File: config.mk
export PLATFORM = sky130hd
export DESIGN_NAME = chscan_top
export DESIGN_NICKNAME = d
export VERILOG_FILES = /design/src/rtl/chscan_pkg.sv /design/src/rtl/chscan_ctrl.sv /design/src/rtl/chscan_bank.sv /design/src/rtl/chscan_event.sv /design/src/rtl/chscan_top.sv
export SDC_FILE = /design/constraint.sdc
export NUM_CORES = 1
export LEC_CHECK = 0
export ABC_CLOCK_PERIOD_IN_PS = 2800
export CAP_MARGIN = 15
export CORE_UTILIZATION = 46
export CTS_CLUSTER_SIZE = 8
export DETAILED_ROUTE_END_ITERATION = 7
export MAX_ROUTING_LAYER = met4
export PLACE_DENSITY_LB_ADDON = 0.2
export SLEW_MARGIN = 10
export SYNTH_ARGS = -nofsm -noshare
export SYNTH_HDL_FRONTEND = slang
export SYNTH_SLANG_ARGS = --single-unit
File: constraint.sdc
create_clock -name clk -period 2.8 [get_ports clk]
set_input_delay 0.56 -clock clk [delete_from_list [all_inputs] [get_ports clk]]
set_output_delay 0.56 -clock clk [all_outputs]
set_load 0.03 [all_outputs]
File: src/rtl/chscan_pkg.sv
package chscan_pkg;
    localparam int NSRC  = 8;
    localparam int NIN   = 3;
    localparam int NOUT  = 3;
    localparam int NCHAN = NIN + NOUT;

    typedef logic [2:0] src_idx_t;

    localparam src_idx_t SRC_IRQ = 3'd6;
    localparam src_idx_t SRC_RTC = 3'd7;

    typedef enum logic [1:0] {
        ST_PROBE = 2'd0,
        ST_DWELL = 2'd1,
        ST_XFER  = 2'd2
    } scan_state_e;
endpackage

File: src/rtl/chscan_ctrl.sv
module chscan_ctrl
    import chscan_pkg::*;
#(
    parameter int DWELL = 2
) (
    input  logic             clk,
    input  logic             rst_n,
    input  logic [NSRC-1:0]  src_ready,
    input  logic [NCHAN-1:0] armed,
    input  logic             mem_ready,
    output src_idx_t         pos,
    output logic             xfer_active,
    output logic             word_done,
    output logic             mem_hit,
    output logic             irq_hit,
    output logic             rtc_hit
);
    localparam int DW_W = (DWELL > 1) ? $clog2(DWELL) : 1;
    localparam logic [DW_W-1:0] DW_LAST = DW_W'(DWELL - 1);

    scan_state_e       state_q, state_d;
    src_idx_t          pos_q, pos_d;
    logic [DW_W-1:0]   cnt_q, cnt_d;
    logic [NSRC-1:0]   armed_ext;
    logic              probe_mem_hit;

    always_comb begin
        armed_ext     = {{(NSRC - NCHAN){1'b0}}, armed};
        probe_mem_hit = src_ready[pos_q] && armed_ext[pos_q];
    end

    // next-state logic
    always_comb begin
        state_d = state_q;
        pos_d   = pos_q;
        cnt_d   = cnt_q;
        unique case (state_q)
            ST_PROBE: begin
                if (probe_mem_hit) begin
                    state_d = ST_XFER;
                end else if (DWELL > 1) begin
                    state_d = ST_DWELL;
                    cnt_d   = DW_W'(1);
                end else begin
                    pos_d   = pos_q + src_idx_t'(1);
                end
            end
            ST_DWELL: begin
                if (cnt_q == DW_LAST) begin
                    state_d = ST_PROBE;
                    pos_d   = pos_q + src_idx_t'(1);
                    cnt_d   = '0;
                end else begin
                    cnt_d   = cnt_q + DW_W'(1);
                end
            end
            ST_XFER: begin
                if (mem_ready) begin
                    state_d = ST_PROBE;
                    pos_d   = pos_q + src_idx_t'(1);
                    cnt_d   = '0;
                end
            end
            default: begin
                state_d = ST_PROBE;
                pos_d   = '0;
                cnt_d   = '0;
            end
        endcase
    end

    // state register
    always_ff @(posedge clk) begin
        if (!rst_n) begin
            state_q <= ST_PROBE;
            pos_q   <= '0;
            cnt_q   <= '0;
        end else begin
            state_q <= state_d;
            pos_q   <= pos_d;
            cnt_q   <= cnt_d;
        end
    end

    // outputs
    always_comb begin
        pos         = pos_q;
        xfer_active = (state_q == ST_XFER);
        word_done   = (state_q == ST_XFER) && mem_ready;
        mem_hit     = (state_q == ST_PROBE) && probe_mem_hit;
        irq_hit     = (state_q == ST_PROBE) && (pos_q == SRC_IRQ) && src_ready[SRC_IRQ];
        rtc_hit     = (state_q == ST_PROBE) && (pos_q == SRC_RTC) && src_ready[SRC_RTC];
    end
endmodule

File: src/rtl/chscan_bank.sv
module chscan_bank
    import chscan_pkg::*;
#(
    parameter int ADDR_W = 15,
    parameter int CNT_W  = 15
) (
    input  logic                          clk,
    input  logic                          rst_n,
    input  logic                          arm_valid,
    input  logic [2:0]                    arm_chan,
    input  logic [ADDR_W-1:0]             arm_addr,
    input  logic [CNT_W-1:0]              arm_count,
    input  logic                          word_done,
    input  src_idx_t                      pos,
    output logic [NCHAN-1:0]              armed,
    output logic [NCHAN-1:0]              done,
    output logic [NCHAN-1:0][ADDR_W-1:0]  cur_addr
);
    for (genvar c = 0; c < NCHAN; c++) begin : g_chan
        logic [ADDR_W-1:0] addr_q;
        logic [CNT_W-1:0]  left_q;
        logic              done_q;
        logic              load;
        logic              step;

        always_comb begin
            load = arm_valid && (arm_chan == 3'(c)) && (arm_count != '0);
            step = word_done && (pos == src_idx_t'(c));
        end

        always_ff @(posedge clk) begin
            if (!rst_n) begin
                addr_q <= '0;
                left_q <= '0;
                done_q <= 1'b0;
            end else if (load) begin
                addr_q <= arm_addr;
                left_q <= arm_count;
                done_q <= 1'b0;
            end else if (step) begin
                addr_q <= addr_q + ADDR_W'(1);
                left_q <= left_q - CNT_W'(1);
                if (left_q == CNT_W'(1)) begin
                    done_q <= 1'b1;
                end
            end
        end

        assign armed[c]    = (left_q != '0);
        assign done[c]     = done_q;
        assign cur_addr[c] = addr_q;
    end
endmodule

File: src/rtl/chscan_event.sv
module chscan_event #(
    parameter int RTC_W = 16
) (
    input  logic             clk,
    input  logic             rst_n,
    input  logic             irq_hit,
    input  logic             irq_ack,
    input  logic             rtc_hit,
    output logic             irq_pending,
    output logic [RTC_W-1:0] rtc_count
);
    always_ff @(posedge clk) begin
        if (!rst_n) begin
            irq_pending <= 1'b0;
            rtc_count   <= '0;
        end else begin
            if (irq_hit) begin
                irq_pending <= 1'b1;
            end else if (irq_ack) begin
                irq_pending <= 1'b0;
            end
            if (rtc_hit) begin
                rtc_count <= rtc_count + RTC_W'(1);
            end
        end
    end
endmodule

File: src/rtl/chscan_top.sv
module chscan_top
    import chscan_pkg::*;
#(
    parameter int DATA_W     = 48,
    parameter int ADDR_W     = 15,
    parameter int CNT_W      = 15,
    parameter int RTC_W      = 16,
    parameter int SWEEP_CLKS = 16
) (
    input  logic                  clk,
    input  logic                  rst_n,
    input  logic                  arm_valid,
    input  logic [2:0]            arm_chan,
    input  logic [ADDR_W-1:0]     arm_addr,
    input  logic [CNT_W-1:0]      arm_count,
    input  logic [7:0]            src_ready,
    input  logic [3*DATA_W-1:0]   in_word,
    output logic [2:0]            in_ack,
    output logic [DATA_W-1:0]     out_word,
    output logic [2:0]            out_strobe,
    output logic                  mem_req_valid,
    output logic                  mem_req_we,
    output logic [ADDR_W-1:0]     mem_req_addr,
    output logic [DATA_W-1:0]     mem_req_wdata,
    input  logic                  mem_req_ready,
    input  logic [DATA_W-1:0]     mem_rsp_data,
    output logic [5:0]            xfer_done,
    output logic                  irq_pending,
    input  logic                  irq_ack,
    output logic [RTC_W-1:0]      rtc_count
);
    localparam int DWELL = (SWEEP_CLKS / NSRC > 0) ? SWEEP_CLKS / NSRC : 1;

    src_idx_t                     pos;
    logic                         xfer_active;
    logic                         word_done;
    logic                         mem_hit;
    logic                         irq_hit;
    logic                         rtc_hit;
    logic [NCHAN-1:0]             armed;
    logic [NCHAN-1:0][ADDR_W-1:0] cur_addr;
    logic [DATA_W-1:0]            wdata_q;
    logic [DATA_W-1:0]            out_q;
    logic [NIN-1:0]               ack_q;
    logic [NOUT-1:0]              strobe_q;

    chscan_ctrl #(
        .DWELL (DWELL)
    ) u_ctrl (
        .clk         (clk),
        .rst_n       (rst_n),
        .src_ready   (src_ready),
        .armed       (armed),
        .mem_ready   (mem_req_ready),
        .pos         (pos),
        .xfer_active (xfer_active),
        .word_done   (word_done),
        .mem_hit     (mem_hit),
        .irq_hit     (irq_hit),
        .rtc_hit     (rtc_hit)
    );

    chscan_bank #(
        .ADDR_W (ADDR_W),
        .CNT_W  (CNT_W)
    ) u_bank (
        .clk       (clk),
        .rst_n     (rst_n),
        .arm_valid (arm_valid),
        .arm_chan  (arm_chan),
        .arm_addr  (arm_addr),
        .arm_count (arm_count),
        .word_done (word_done),
        .pos       (pos),
        .armed     (armed),
        .done      (xfer_done),
        .cur_addr  (cur_addr)
    );

    chscan_event #(
        .RTC_W (RTC_W)
    ) u_event (
        .clk         (clk),
        .rst_n       (rst_n),
        .irq_hit     (irq_hit),
        .irq_ack     (irq_ack),
        .rtc_hit     (rtc_hit),
        .irq_pending (irq_pending),
        .rtc_count   (rtc_count)
    );

    // request side: address of the served channel, direction from position
    always_comb begin
        mem_req_addr = '0;
        for (int i = 0; i < NCHAN; i++) begin
            if (pos == src_idx_t'(i)) begin
                mem_req_addr = cur_addr[i];
            end
        end
        mem_req_valid = xfer_active;
        mem_req_we    = xfer_active && (pos < src_idx_t'(NIN));
        mem_req_wdata = wdata_q;
    end

    // input word is captured in the probe cycle so it stays stable under stall
    always_ff @(posedge clk) begin
        if (!rst_n) begin
            wdata_q <= '0;
        end else if (mem_hit) begin
            for (int i = 0; i < NIN; i++) begin
                if (pos == src_idx_t'(i)) begin
                    wdata_q <= in_word[i*DATA_W +: DATA_W];
                end
            end
        end
    end

    // completion pulses toward the peripherals
    always_ff @(posedge clk) begin
        if (!rst_n) begin
            ack_q    <= '0;
            strobe_q <= '0;
            out_q    <= '0;
        end else begin
            ack_q    <= '0;
            strobe_q <= '0;
            if (word_done) begin
                for (int i = 0; i < NIN; i++) begin
                    if (pos == src_idx_t'(i)) begin
                        ack_q[i] <= 1'b1;
                    end
                end
                for (int k = 0; k < NOUT; k++) begin
                    if (pos == src_idx_t'(NIN + k)) begin
                        strobe_q[k] <= 1'b1;
                        out_q       <= mem_rsp_data;
                    end
                end
            end
        end
    end

    assign in_ack     = ack_q;
    assign out_strobe = strobe_q;
    assign out_word   = out_q;
endmodule

## Word-level counts from Yosys, hierarchy flattened

Cells that the tools add are included.
Widths: inputs -> output; s select.

- Flip-flop bits (word level): 311
- Input port bits: 238
- Output and inout port bits: 142
- Word-level logic and storage cells: 191

- Add/sub/neg operators: 15
- $lt $le $gt $ge: 2
- Equality and inequality tests: 23
- Multiplexer cells: 59
- Bitwise operators: 2
- Reductions and logical operators: 63

Operators by type and width:

| kind | number |
|---|---|
| $mux 15 | 30 |
| $mux 48 | 6 |
| $reduce_bool 15->1 | 7 |
| $add 15x1->15 const B | 6 |
| $eq 15x1->1 const B | 6 |
| $sub 15x1->15 const B | 6 |
| $logic_and 1x1->1 | 26 |
| $reduce_and 2->1 | 11 |
| $eq 3x3->1 const B | 6 |
| $add 16x1->16 const B | 1 |
| $reduce_bool 2->1 | 7 |
| $mux 1 | 13 |
| $eq 3x2->1 const B | 4 |
| $reduce_or 2->1 | 6 |
| $pmux 3 s3 | 1 |
| $bmux 1 s3 | 2 |
| $eq 3x1->1 const B | 2 |
| $logic_not 3->1 | 2 |
| $mux 2 | 3 |
| $mux 3 | 2 |
| $pmux 2 s3 | 1 |
| $reduce_bool 3->1 | 2 |
| $lt 3x4->1 const B | 1 |
| $ne 2x2->1 const B | 2 |
| other kinds (10) | 11 |

## Depth between registers and ports, before layout

- Depth after elaboration: 7
- Mapped depth: 12
- Gate-level depth less buffers: 8

## Hierarchy

From an unflattened synthesis, not the netlist that was laid out.

- Cell total of the unflattened synthesis: 2063
- Area, all modules: 17498.0 um2

Modules (own cells, without submodules):

| module | instances | cells each | area an instance (um2) | seq. area each (um2) |
|---|---|---|---|---|
| chscan_bank | 1 | 1273 | 10652.7 | 3723.6 |
| chscan_top | 1 | 650 | 5584.1 | 2042.0 |
| chscan_event | 1 | 89 | 800.8 | 340.3 |
| chscan_ctrl | 1 | 51 | 460.4 | 120.1 |

## Worst setup path after synthesis

No wires, ideal clock.

- Kind: register to output
- Start: register u_ctrl.pos_q[0], in the netlist u_ctrl.pos[0]
- End: output port mem_req_addr[12]
- Arrival: 2612 ps
- Data required time: 2240 ps
- Setup slack: -372 ps
- Stages on the path, launching flop included: 13
- Buffers on the path: 4
- Path through: dfxtp_1 > clkbuf_1 > inv_1 > ha_1 > nor2b_1 > clkbuf_1 > and2_1 > clkbuf_1 > clkbuf_1 > a221oi_1 > nor3_1 > a21oi_1 > o22ai_1

- Longest elaborated chain between the ends: 7
- Elaborated cells on any way between the ends: 12
- Classes of those cells: eq/ne: 5; mux: 6; reduce/logical: 1

RTL lines:

| element | line | source |
|---|---|---|
| start: declaration | chscan_ctrl.sv:22 | `src_idx_t pos_q, pos_d;` |
| start signal: assignment | chscan_ctrl.sv:80 | `pos_q <= pos_d;` |
| $logic_not 3->1 | chscan_top.sv:96 | `if (pos == src_idx_t'(i)) begin` |
| $mux 15 (5 in series) | chscan_top.sv:96 |  |
| $mux 15 * | chscan_top.sv:96 |  |
| end: declaration | chscan_top.sv:23 | `output logic [ADDR_W-1:0] mem_req_addr,` |

Every way passes the cells marked *; elsewhere a longest branch is shown, timed or not.

## Final worst setup path

- Start: register u_ctrl.pos_q[0], in the netlist u_ctrl.pos[0]
- End: output port mem_req_addr[6]

The elaborated chain is that of the path after synthesis.

==> metrics.md <==
| Metric | Value |
|---|---|
| Commonest cells after routing, fill and taps aside | `clkdlybuf4s50_1 (361), dfxtp_1 (308), nand2_1 (270)` |
| PortBufs | `379` |
| Vias in the first global route | `15,400` |
| Time the worst path needs with I/O delays and setup | `2930 ps` |
| Number of warnings reported in the yosys synthesis log | `0` |
| Effective utilization at floorplan | `46.6%` |
| Final instance area | `0.0227 mm²` |
| Num rows | `68` |
| Maximum achievable frequency | `0.341 GHz` |
| Arrival @ worst endpoint | `2370 ps` |
| Worst Max-Slew Pin Slew | `581 ps` |
| Cell leakage power | `8.37 nW` |
| Delay of the slowest cell on the worst path | `350 ps` |
| Topmost layer with routed signal wires | `met4` |
| Post-route worst setup slack | `-131 ps` |
| Number of failing hold endpoints at the final stage | `0` |
| Count of nets left with antenna violations after detail routing | `0` |
| Headroom to the max-slew limit | `61.3%` |
| TritonCTS buffer count | `44` |
| Root Buffer | `clkbuf_16` |
| Critical path buffers and inverters | `3` |
| Number of distinct library cells after synthesis | `53` |
| Total Die Area | `0.0358 mm²` |
| Via total after detailed routing | `16,000` |
| Detail Placement HPWL | `37.9 mm` |
| Post-layout instance count excluding filler cells | `2,807` |
| Initial antenna violation count | `0` |
| Startpoint class of the critical path | `flop` |
| Number of nets in the synthesized netlist | `2,229` |
| Sequential-to-total area share from yosys stat | `38.6%` |
| Worst-path maximum fanout | `7` |
| Routed wire length on met2 | `26.5 mm` |
| Status | `finished, violations left` |
| Part of the cycle the worst path needs | `105%` |
| Clock tree from TritonCTS | `yes` |
| Violated checks | `setup timing` |
| Pin count of the biggest net entering global routing | `122` |
| Area of the placeable core | `0.0345 mm²` |
| Number of optimization iterations in the first detailed-route pass | `5` |
| Cell Area, Synth | `0.0161 mm²` |
| Final routed wire length divided by cell count | `19.3 µm` |
| Post-route clock skew | `31.8 ps` |
| Leading cell type in the layout, fill and taps excluded | `clkdlybuf4s50_1` |
| Synth Register Bits | `311` |
| Cell class contributing the biggest share of worst-path delay | `compound AO/OA/AOI/OAI gates` |
| Post-place instance area | `0.0209 mm²` |
| EDFF count, synth | `0` |
| Count of hold buffers inserted by post-cts repair | `0` |
| Worst-path clk slew | `50 ps` |
| Startpoint-to-endpoint class of the critical path | `reg -> out` |
| GP Congestion | `0.935` |
| H-tree lvl count | `2` |
| Power density over the cells | `633 mW/mm²` |
| Max-capacitance violation count | `0` |
| Fraction of layout instances using a drive strength above 1 | `11.1%` |
| CP cell instances | `inv_2, ha_4, nor2b_4, and2_4, buf_16, a221oi_4, nor3_2, a21oi_1, o22ai_2, buf_12` |
| Met1 wire length | `22.1 mm` |
| Aggregate global-route resource usage | `30.0%` |
| Final wirelength | `54.0 mm` |
| Global-route wire length before repair | `82.9 mm` |
| Number of design rule violations left after detail routing | `0` |
| Final setup viols | `15` |
| Class of the worst hold path | `reg -> reg` |
| Async set-reset flop share out of synthesis | `0%` |
| Max-slew violation count | `0` |
| I/O pins | `380` |
| Drt via density | `5.69` |
| Bufs on Longest Clock Path | `3` |
| DIE HEIGHT | `189 µm` |
| Setup repair after global routing missed its margin | `true` |
| Area added between synthesis and finish | `41.1%` |
| Maximum vdd drop | `0.000438 V` |
| Length of routed met3 wiring | `3.31 mm` |
| Critical path endpoint category | `output port` |
| Mapped Cells | `1,963` |
| Total global routing overflow | `0` |
| Data required time at the worst endpoint | `2240 ps` |
| Average instance area after synthesis | `8.21 µm²` |
| Final Net Count | `2,616` |
| Clock Latency Late Sink | `550 ps` |
| Initial detailed-routing violation count | `1,101` |
| Register-to-register path setup slack | `100 ps` |
| Critical-path top delay cell | `dfxtp_2` |
| Predominant post-synthesis flop cell | `dfxtp_1` |
| Antenna diode count | `0` |
| Total number of clock tree sinks | `311` |
| Die boundary width | `189 µm` |
| Count of placed standard cells including taps | `2,744` |
==> metrics by stage <==
stage                     power, W  hold WS (ps)  setup WS (ps)  TNS [ps]  util [%]
after detailed placement   0.00930           445          -35.8      -464      60.4
after global placement     0.00922           441          -29.1      -427      60.4
final                       0.0144           449           -131     -1300      65.8
after global routing        0.0149           474           -180     -2310      65.8
after floorplan            0.00764           448           -104      -521         -
after CTS                   0.0143           452           -118     -1350      65.3
==> where the power goes <==
group / switching [W] / leakage (nW) / internal, W
clock network: 0.00193 / 0.564 / 0.00277
registers: 0.000279 / 2.53 / 0.00483
logic: 0.00244 / 5.28 / 0.00214
==> flip-flops by register name (all words and copies together) (netlist names) <==
register	count
u_bank.g_chan.addr_q	90
u_bank.g_chan.left_q	90
mem_req_wdata	48
out_word	48
u_event.rtc_count	16
u_bank.g_chan.done_q	6
in_ack	3
out_strobe	3
u_ctrl.pos	3
u_ctrl.state_q	2
u_ctrl.cnt_q	1
u_event.irq_pending	1
==> final timing paths <==
check,startpoint,end,depth (start not counted)
min,out_word[9],out_word[9],2
max reg2reg,u_ctrl.pos[0],u_bank.g_chan[3].left_q[10],10
max,u_ctrl.pos[0],mem_req_addr[6],10
min reg2reg,out_word[9],out_word[9],2
==> logic make-up (layout without fill, tap and decap cells) <==
family | after synthesis | after routing | share of synthesized area (%)
AO/OA/AOI/OAI | 393 | 393 | 16.6
XOR/XNOR | 172 | 172 | 9.35
adder cells (fa/ha/maj) | 28 | 28 | 2.17
buffers and inverters | 177 | 566 | 4.64
flip-flops | 311 | 311 | 38.6
multiplexers | 108 | 108 | 6.71
AND/OR/NAND/NOR | 774 | 774 | 21.9
==> routing by layer <==
metal / up-vias / GRT usage (%)
li1: 7708 / -
met1: 7549 / 36.0
met2: 568 / 50.3
met3: 140 / 4.37
met4: 0 / 12.0
met5: - / -
==> synth_stat cells (11+ instances only) <==
cell type	n	area [µm²]
dfxtp_1	311	6230
and3_1	23	144
xnor2_1	79	692
or3_1	12	75.1
o22ai_1	15	93.8
a21oi_1	92	460
nand4_1	37	231
nor4_1	23	144
a211oi_1	146	1100
clkbuf_1	121	454
buf_1	12	45.0
nor2_1	248	931
nor2b_1	11	68.8
mux2i_1	108	1080
o21ai_0	31	155
a221oi_1	15	131
a22oi_1	16	120
nand3_1	51	255
nor3_1	41	205
xor2_1	93	815
inv_1	31	116
ha_1	28	350
o211ai_1	49	368
nand2_1	273	1020
==> worst min-delay path, stage by stage (launching register included) <==
cell and delay, ps:
dfxtp_1 300, nand2_1 50, a21oi_1 50
==> layout make-up <==
type	count	area [µm²]
Fill cell	2891	11800
Multi-Input combinational cell	1475	9670
Sequential cell	311	6230
Timing Repair Buffer	487	4980
Clock buffer	45	1100
Tap cell	455	569
Inverter	31	124
Clock inverter	3	47.5
==> what timing repair did <==
item                                    4_1_cts  5_1_grt
endpoints found under the setup margin       16       63
setup buffers                                 7        7
resized for setup                            84       16
pin swaps                                    17       10
gates cloned                                  3        0
Power figures use the tool's default switching activity.
